[config.mk]
export PLATFORM = sky130hd
export DESIGN_NAME = rtc_snapshot_core
export DESIGN_NICKNAME = d
export VERILOG_FILES = /design/src/rtl/rtc_pkg.sv /design/src/rtl/rtc_prescaler.sv /design/src/rtl/rtc_calendar.sv /design/src/rtl/rtc_user_bank.sv /design/src/rtl/rtc_snapshot_core.sv
export SDC_FILE = /design/constraint.sdc
export NUM_CORES = 1
export LEC_CHECK = 0
export BUFFER_PORTS_ARGS = -buffer_cell sky130_fd_sc_hd__buf_2
export CAP_MARGIN = 20
export CORE_UTILIZATION = 42
export CTS_BUF_LIST = sky130_fd_sc_hd__clkbuf_2
export DETAILED_ROUTE_END_ITERATION = 6
export PLACE_DENSITY = 0.7
export REMOVE_ABC_BUFFERS = 1
export SLEW_MARGIN = 15
export SYNTH_ARGS = -nofsm -noshare
export SYNTH_HDL_FRONTEND = slang
export SYNTH_SLANG_ARGS = --single-unit
[constraint.sdc]
create_clock -name clk -period 3 [get_ports clk]
set_clock_uncertainty 0.1 [all_clocks]
set_input_delay 0.3 -clock clk [delete_from_list [all_inputs] [get_ports clk]]
set_output_delay 0.3 -clock clk [all_outputs]
set_load 0.05 [all_outputs]
[src/rtl/rtc_pkg.sv]
package rtc_pkg;

   typedef struct packed {
      logic [7:0] yr;
      logic [7:0] mon;
      logic [7:0] date;
      logic [7:0] day;
      logic [7:0] hr;
      logic [7:0] min;
      logic [7:0] sec;
   } rtc_time_t;

   localparam int AW = 4;

   // bus map: control first, time fields in ascending significance
   localparam logic [AW-1:0] ADR_CTRL = 4'h0;
   localparam logic [AW-1:0] ADR_SEC  = 4'h2;
   localparam logic [AW-1:0] ADR_MIN  = 4'h3;
   localparam logic [AW-1:0] ADR_HR   = 4'h4;
   localparam logic [AW-1:0] ADR_DAY  = 4'h5;
   localparam logic [AW-1:0] ADR_DATE = 4'h6;
   localparam logic [AW-1:0] ADR_MON  = 4'h7;
   localparam logic [AW-1:0] ADR_YR   = 4'h8;

   localparam logic [7:0] MSK_SEC  = 8'h7F;
   localparam logic [7:0] MSK_MIN  = 8'h7F;
   localparam logic [7:0] MSK_HR   = 8'h3F;
   localparam logic [7:0] MSK_DAY  = 8'h07;
   localparam logic [7:0] MSK_DATE = 8'h3F;
   localparam logic [7:0] MSK_MON  = 8'h1F;
   localparam logic [7:0] MSK_YR   = 8'hFF;

   localparam rtc_time_t TIME_AT_RESET = '{
      yr: 8'h00, mon: 8'h01, date: 8'h01, day: 8'h01,
      hr: 8'h00, min: 8'h00, sec: 8'h00};

   // two-digit BCD increment, caller handles the terminal value
   function automatic logic [7:0] bcd_inc(input logic [7:0] v);
      if (v[3:0] == 4'd9) return {v[7:4] + 4'd1, 4'd0};
      else                return {v[7:4], v[3:0] + 4'd1};
   endfunction

   // BCD year divisible by four
   function automatic logic bcd_leap(input logic [7:0] y);
      if (y[4]) return (y[3:0] == 4'd2) || (y[3:0] == 4'd6);
      else      return (y[3:0] == 4'd0) || (y[3:0] == 4'd4) || (y[3:0] == 4'd8);
   endfunction

   function automatic logic [7:0] month_end(input logic [7:0] m, input logic [7:0] y);
      case (m)
         8'h02:                      return bcd_leap(y) ? 8'h29 : 8'h28;
         8'h04, 8'h06, 8'h09, 8'h11: return 8'h30;
         default:                    return 8'h31;
      endcase
   endfunction

endpackage

[src/rtl/rtc_prescaler.sv]
module rtc_prescaler #(
   parameter int DIV_W        = 15,
   parameter int SQW_FAST_BIT = 5,
   parameter bit SQW_REG      = 1'b1
) (
   input  logic             clk,
   input  logic             rst_n,
   input  logic             tick_en,
   input  logic             clr,
   input  logic             fast_sel,
   output logic             sec_pulse,
   output logic             sqw_out,
   output logic [DIV_W-1:0] cnt_o
);

   localparam int TOP_BIT = DIV_W - 1;

   logic [DIV_W-1:0] cnt_q;
   logic             sqw_src;

   always_ff @(posedge clk or negedge rst_n) begin
      if (!rst_n)       cnt_q <= '0;
      else if (clr)     cnt_q <= '0;
      else if (tick_en) cnt_q <= cnt_q + 1'b1;
   end

   assign sec_pulse = tick_en && !clr && (&cnt_q);
   assign sqw_src   = fast_sel ? cnt_q[SQW_FAST_BIT] : cnt_q[TOP_BIT];
   assign cnt_o     = cnt_q;

   generate
      if (SQW_REG) begin : g_sqw_ff
         logic sqw_q;
         always_ff @(posedge clk or negedge rst_n) begin
            if (!rst_n) sqw_q <= 1'b0;
            else        sqw_q <= sqw_src;
         end
         assign sqw_out = sqw_q;
      end else begin : g_sqw_comb
         assign sqw_out = sqw_src;
      end
   endgenerate

endmodule

[src/rtl/rtc_calendar.sv]
module rtc_calendar
   import rtc_pkg::*;
(
   input  logic      clk,
   input  logic      rst_n,
   input  logic      step,
   input  logic      load,
   input  rtc_time_t load_val,
   output rtc_time_t cur,
   output rtc_time_t nxt
);

   rtc_time_t cur_q;
   rtc_time_t adv;

   always_comb begin
      adv = cur_q;
      if (cur_q.sec == 8'h59) begin
         adv.sec = 8'h00;
         if (cur_q.min == 8'h59) begin
            adv.min = 8'h00;
            if (cur_q.hr == 8'h23) begin
               adv.hr  = 8'h00;
               adv.day = (cur_q.day == 8'h07) ? 8'h01 : 8'(cur_q.day + 8'd1);
               if (cur_q.date == month_end(cur_q.mon, cur_q.yr)) begin
                  adv.date = 8'h01;
                  if (cur_q.mon == 8'h12) begin
                     adv.mon = 8'h01;
                     adv.yr  = (cur_q.yr == 8'h99) ? 8'h00 : bcd_inc(cur_q.yr);
                  end else begin
                     adv.mon = bcd_inc(cur_q.mon);
                  end
               end else begin
                  adv.date = bcd_inc(cur_q.date);
               end
            end else begin
               adv.hr = bcd_inc(cur_q.hr);
            end
         end else begin
            adv.min = bcd_inc(cur_q.min);
         end
      end else begin
         adv.sec = bcd_inc(cur_q.sec);
      end
   end

   always_comb begin
      if (load)      nxt = load_val;
      else if (step) nxt = adv;
      else           nxt = cur_q;
   end

   always_ff @(posedge clk or negedge rst_n) begin
      if (!rst_n) cur_q <= TIME_AT_RESET;
      else        cur_q <= nxt;
   end

   assign cur = cur_q;

endmodule

[src/rtl/rtc_user_bank.sv]
module rtc_user_bank
   import rtc_pkg::*;
(
   input  logic          clk,
   input  logic          rst_n,
   input  logic          bus_we,
   input  logic [AW-1:0] bus_addr,
   input  logic [7:0]    bus_wdata,
   input  rtc_time_t     core_nxt,
   output logic [7:0]    bus_rdata,
   output rtc_time_t     user_o,
   output logic          snap_o,
   output logic          hold_o,
   output logic          fast_o,
   output logic          load_o
);

   localparam int CTRL_W = 3;

   rtc_time_t         user_q;
   logic [CTRL_W-1:0] ctrl_q;
   logic              ctrl_wr;

   assign ctrl_wr = bus_we && (bus_addr == ADR_CTRL);

   always_ff @(posedge clk or negedge rst_n) begin
      if (!rst_n) begin
         user_q <= TIME_AT_RESET;
         ctrl_q <= '0;
      end else begin
         if (ctrl_wr) ctrl_q <= bus_wdata[CTRL_W-1:0];
         if (ctrl_q[1]) begin
            if (bus_we) begin
               case (bus_addr)
                  ADR_SEC:  user_q.sec  <= bus_wdata & MSK_SEC;
                  ADR_MIN:  user_q.min  <= bus_wdata & MSK_MIN;
                  ADR_HR:   user_q.hr   <= bus_wdata & MSK_HR;
                  ADR_DAY:  user_q.day  <= bus_wdata & MSK_DAY;
                  ADR_DATE: user_q.date <= bus_wdata & MSK_DATE;
                  ADR_MON:  user_q.mon  <= bus_wdata & MSK_MON;
                  ADR_YR:   user_q.yr   <= bus_wdata & MSK_YR;
                  default:  ;
               endcase
            end
         end else if (!ctrl_q[0]) begin
            // tracking also takes the snapshot on the edge that sets the freeze bit
            user_q <= core_nxt;
         end
      end
   end

   always_comb begin
      case (bus_addr)
         ADR_CTRL: bus_rdata = {{(8-CTRL_W){1'b0}}, ctrl_q};
         ADR_SEC:  bus_rdata = user_q.sec;
         ADR_MIN:  bus_rdata = user_q.min;
         ADR_HR:   bus_rdata = user_q.hr;
         ADR_DAY:  bus_rdata = user_q.day;
         ADR_DATE: bus_rdata = user_q.date;
         ADR_MON:  bus_rdata = user_q.mon;
         ADR_YR:   bus_rdata = user_q.yr;
         default:  bus_rdata = 8'h00;
      endcase
   end

   assign user_o = user_q;
   assign snap_o = ctrl_q[0];
   assign hold_o = ctrl_q[1];
   assign fast_o = ctrl_q[2];
   assign load_o = ctrl_q[1] && ctrl_wr && !bus_wdata[1];

endmodule

[src/rtl/rtc_snapshot_core.sv]
module rtc_snapshot_core
   import rtc_pkg::*;
#(
   parameter int DIV_W        = 15,
   parameter int SQW_FAST_BIT = 5,
   parameter bit SQW_REG      = 1'b1
) (
   input  logic          clk,
   input  logic          rst_n,
   input  logic          tick_en,
   input  logic          bus_we,
   input  logic [AW-1:0] bus_addr,
   input  logic [7:0]    bus_wdata,
   output logic [7:0]    bus_rdata,
   output logic          sqw_out
);

   generate
      if (DIV_W < 2) begin : g_bad_div
         $error("DIV_W must be at least 2");
      end
      if (SQW_FAST_BIT >= DIV_W - 1) begin : g_bad_fast
         $error("SQW_FAST_BIT must lie below the prescaler top bit");
      end
   endgenerate

   rtc_time_t        core_now;
   rtc_time_t        core_nxt;
   rtc_time_t        user_now;
   logic             hold_q;
   logic             snap_q;
   logic             fast_q;
   logic             load;
   logic             sec_pulse;
   logic [DIV_W-1:0] div_cnt;

   rtc_user_bank u_bank (
      .clk       (clk),
      .rst_n     (rst_n),
      .bus_we    (bus_we),
      .bus_addr  (bus_addr),
      .bus_wdata (bus_wdata),
      .core_nxt  (core_nxt),
      .bus_rdata (bus_rdata),
      .user_o    (user_now),
      .snap_o    (snap_q),
      .hold_o    (hold_q),
      .fast_o    (fast_q),
      .load_o    (load)
   );

   rtc_prescaler #(
      .DIV_W        (DIV_W),
      .SQW_FAST_BIT (SQW_FAST_BIT),
      .SQW_REG      (SQW_REG)
   ) u_div (
      .clk       (clk),
      .rst_n     (rst_n),
      .tick_en   (tick_en),
      .clr       (hold_q),
      .fast_sel  (fast_q),
      .sec_pulse (sec_pulse),
      .sqw_out   (sqw_out),
      .cnt_o     (div_cnt)
   );

   rtc_calendar u_cal (
      .clk      (clk),
      .rst_n    (rst_n),
      .step     (sec_pulse),
      .load     (load),
      .load_val (user_now),
      .cur      (core_now),
      .nxt      (core_nxt)
   );

endmodule

==> out/qor.txt <==
Status = complete, no violations
Arr. time, crit path = 3470 ps
Post-synth EDFFs = 0
Htree depth = 4
# setup viols final = 0
Fin cells = 1154
Final Hold Viols = 0
Total track usage = 24.4%
Setup crit end kind = flop
Total power = 5090 uW
Worst-Margin Slew = 748 ps
Post-synth ARST share = 100%
Most common cell in the netlist = dfrtp_1
Syn Area/Cell = 9.01 um2
Period utilization = 97.0%
Initial Util = 43.4%
Slew Limit Fails = 0
Pwr dens = 584 mW/mm2
Via count = 6871
Clock Tree Buf Depth = 2
Port bufs = 24
Placed cell count = 1096
Top cell type's share of synthesized area = 41.4%
Vias/cell = 5.95
Routed len/inst = 18.8 um
CTS tree = yes
HPWL after detailed placement = 15800 um
Total gr overflow = 0
CTS root buffer = clkbuf_2
Leak Pwr = 0.00387 uW
Total Wirelength = 21700 um
CP required = 3560 ps
Fin nets = 952
Max Cap Violations = 0
Layout cells sized above 1 = 16.9%
Worst-Skew Late Latency = 760 ps
Hold Path Depth = 4
DRC errors left = 0
I/O pins = 25
Mapped cell area = 0.00756 mm2
Most used DFF post-synth = dfrtp_1
FMAX = 0.344 GHz
Reg clk slew, reported paths = 210 ps
Syn. warnings = 0
Die Y = 136 um
Dominant cell type by area after synthesis = dfrtp_1
Register area share after synthesis = 43.5%
First-pass GRT wire length = 34100 um
Num CTS Buffers = 17
Synth area leaders = dfrtp_1 (41%), nor2_1 (5.0%), nand2_1 (4.5%)
WHS = 44.5 ps
Initial antenna violation count = 2
Peak VDD IR = 0.000269 V
Core ar. = 0.0174 mm2
Post-layout min period = 2910 ps
Die area = 0.0185 mm2
Min-delay worst type = input port to flop
Vias in the first global route = 6360
Syn Inst Count = 839
Syn-to-layout area delta = 15.3%
# rows = 48
Routability Congestion = 0.891
Worst Reg-to-Reg Cells = 9
Type of the worst setup path = flop to flop
DR pass1 iterations = 6
Largest net degree at the start of global routing = 56
Initial DRC Count = 768
Top cells by count, synth = dfrtp_1 (125), nor2_1 (101), nand2_1 (91), o21ai_0 (48), a21oi_1 (36)
Setup TNS = 0 ps
DRT antenna net count = 0
Post-synth cell types = 65
Slew margin rel. = 49.9%
CP Launch Type = flop
Die width = 136 um
Clock sinks = 131
Seq cells post-synth = 131
Crit-path max FO = 13
==> per-layer routing <==
metal | track usage (%) | wire (um) | vias to the layer above
met5 | 0 | 0 | -
met4 | 9.69 | 709 | 0
met3 | 6.45 | 1830 | 51
met2 | 35.3 | 9420 | 280
met1 | 34.5 | 9780 | 3298
li1 | - | - | 3242
==> timing repair <==
action	in CTS	in global routing
pin swaps	2	7
buffers inserted	3	8
endpoints found under the hold margin	168	0
gates resized for setup	3	11
hold buffers	13	0
endpoints found under the setup margin	5	23
==> placed cells by master, fill, tap and decap left out, types with 14 or more instances in the layout <==
cell type	Yosys	layout
a21oi_1	36	36
a22oi_1	16	16
a31oi_1	16	16
buf_2	7	24
buf_4	1	60
clkbuf_2	0	17
dfrtp_1	125	121
ha_1	22	22
inv_1	18	18
mux2i_1	15	15
nand2_1	91	90
nand3_1	31	30
nand4_1	17	17
nor2_1	101	100
nor3_1	30	30
o21ai_0	48	48
o31ai_1	19	19
xnor2_1	14	14
xor2_1	20	20
==> state kept, by name, indices dropped and copies added, names as in the netlist <==
register       count
u_bank.ctrl_q      3
u_div.cnt_o       15
u_bank.user_o     56
u_div.sqw_out      1
u_cal.cur         56
==> cells by family after synthesis <==
logic type	share of synthesized area, %
xor+xnor	3.94
flops	43.5
compound gates	19.3
fa+ha+maj	3.64
buf+inv	3.34
mux	3.03
simple gates	23.3
==> worst max-delay path, stage by stage, from the launching register on <==
cell      delay, ps
dfrtp_1         430
inv_1            70
ha_1            160
nand3b_1        150
nor4_2          330
nand3_1         190
or4_4           540
buf_6           170
or4_4           510
a31oi_1         170
==> area by class of cell <==
type	count	area, um2
clock buffer	17	85.1
inverter	18	67.6
fill	1664	8700
tap	225	282
timing repair buffer	100	761
sequential	131	3290
antenna	2	5.00
multi-input combinational	646	4070
clock inverter	15	156
==> power breakdown <==
group	switching, uW	internal [uW]	leakage [uW]
logic	866	572	0.00204
clock network	736	389	0.000137
registers	392	2140	0.00170
==> path summary, 6_finish.rpt <==
check / startpoint / to / slack (ps)
max in group asynchronous: rst_n / u_bank.user_o[40]$_DFFE_PN1P_ / 1930
min: bus_addr[1] / u_bank.user_o[45]$_DFFE_PN0P_ / 40
max: u_cal.cur[5]$_DFF_PN0_ / u_cal.cur[52]$_DFF_PN0_ / 90
max reg2reg: u_cal.cur[5]$_DFF_PN0_ / u_cal.cur[52]$_DFF_PN0_ / 90
min in group asynchronous: rst_n / u_bank.user_o[24]$_DFFE_PN1P_ / 510
min reg2reg: u_bank.user_o[24]$_DFFE_PN1P_ / u_cal.cur[24]$_DFF_PN1_ / 400
==> metrics by stage <==
stage / worst slack [ps] / util (%) / area [um2]
floorplan: -553 / - / 7370
finish: 90.1 / 50.0 / 8710
global route: -36.8 / 50.0 / 8710
global placement: 79.5 / 47.0 / 8180
detailed placement: -30.0 / 47.0 / 8190
CTS: 22.9 / 49.5 / 8610
Power figures use the tool's default switching activity.
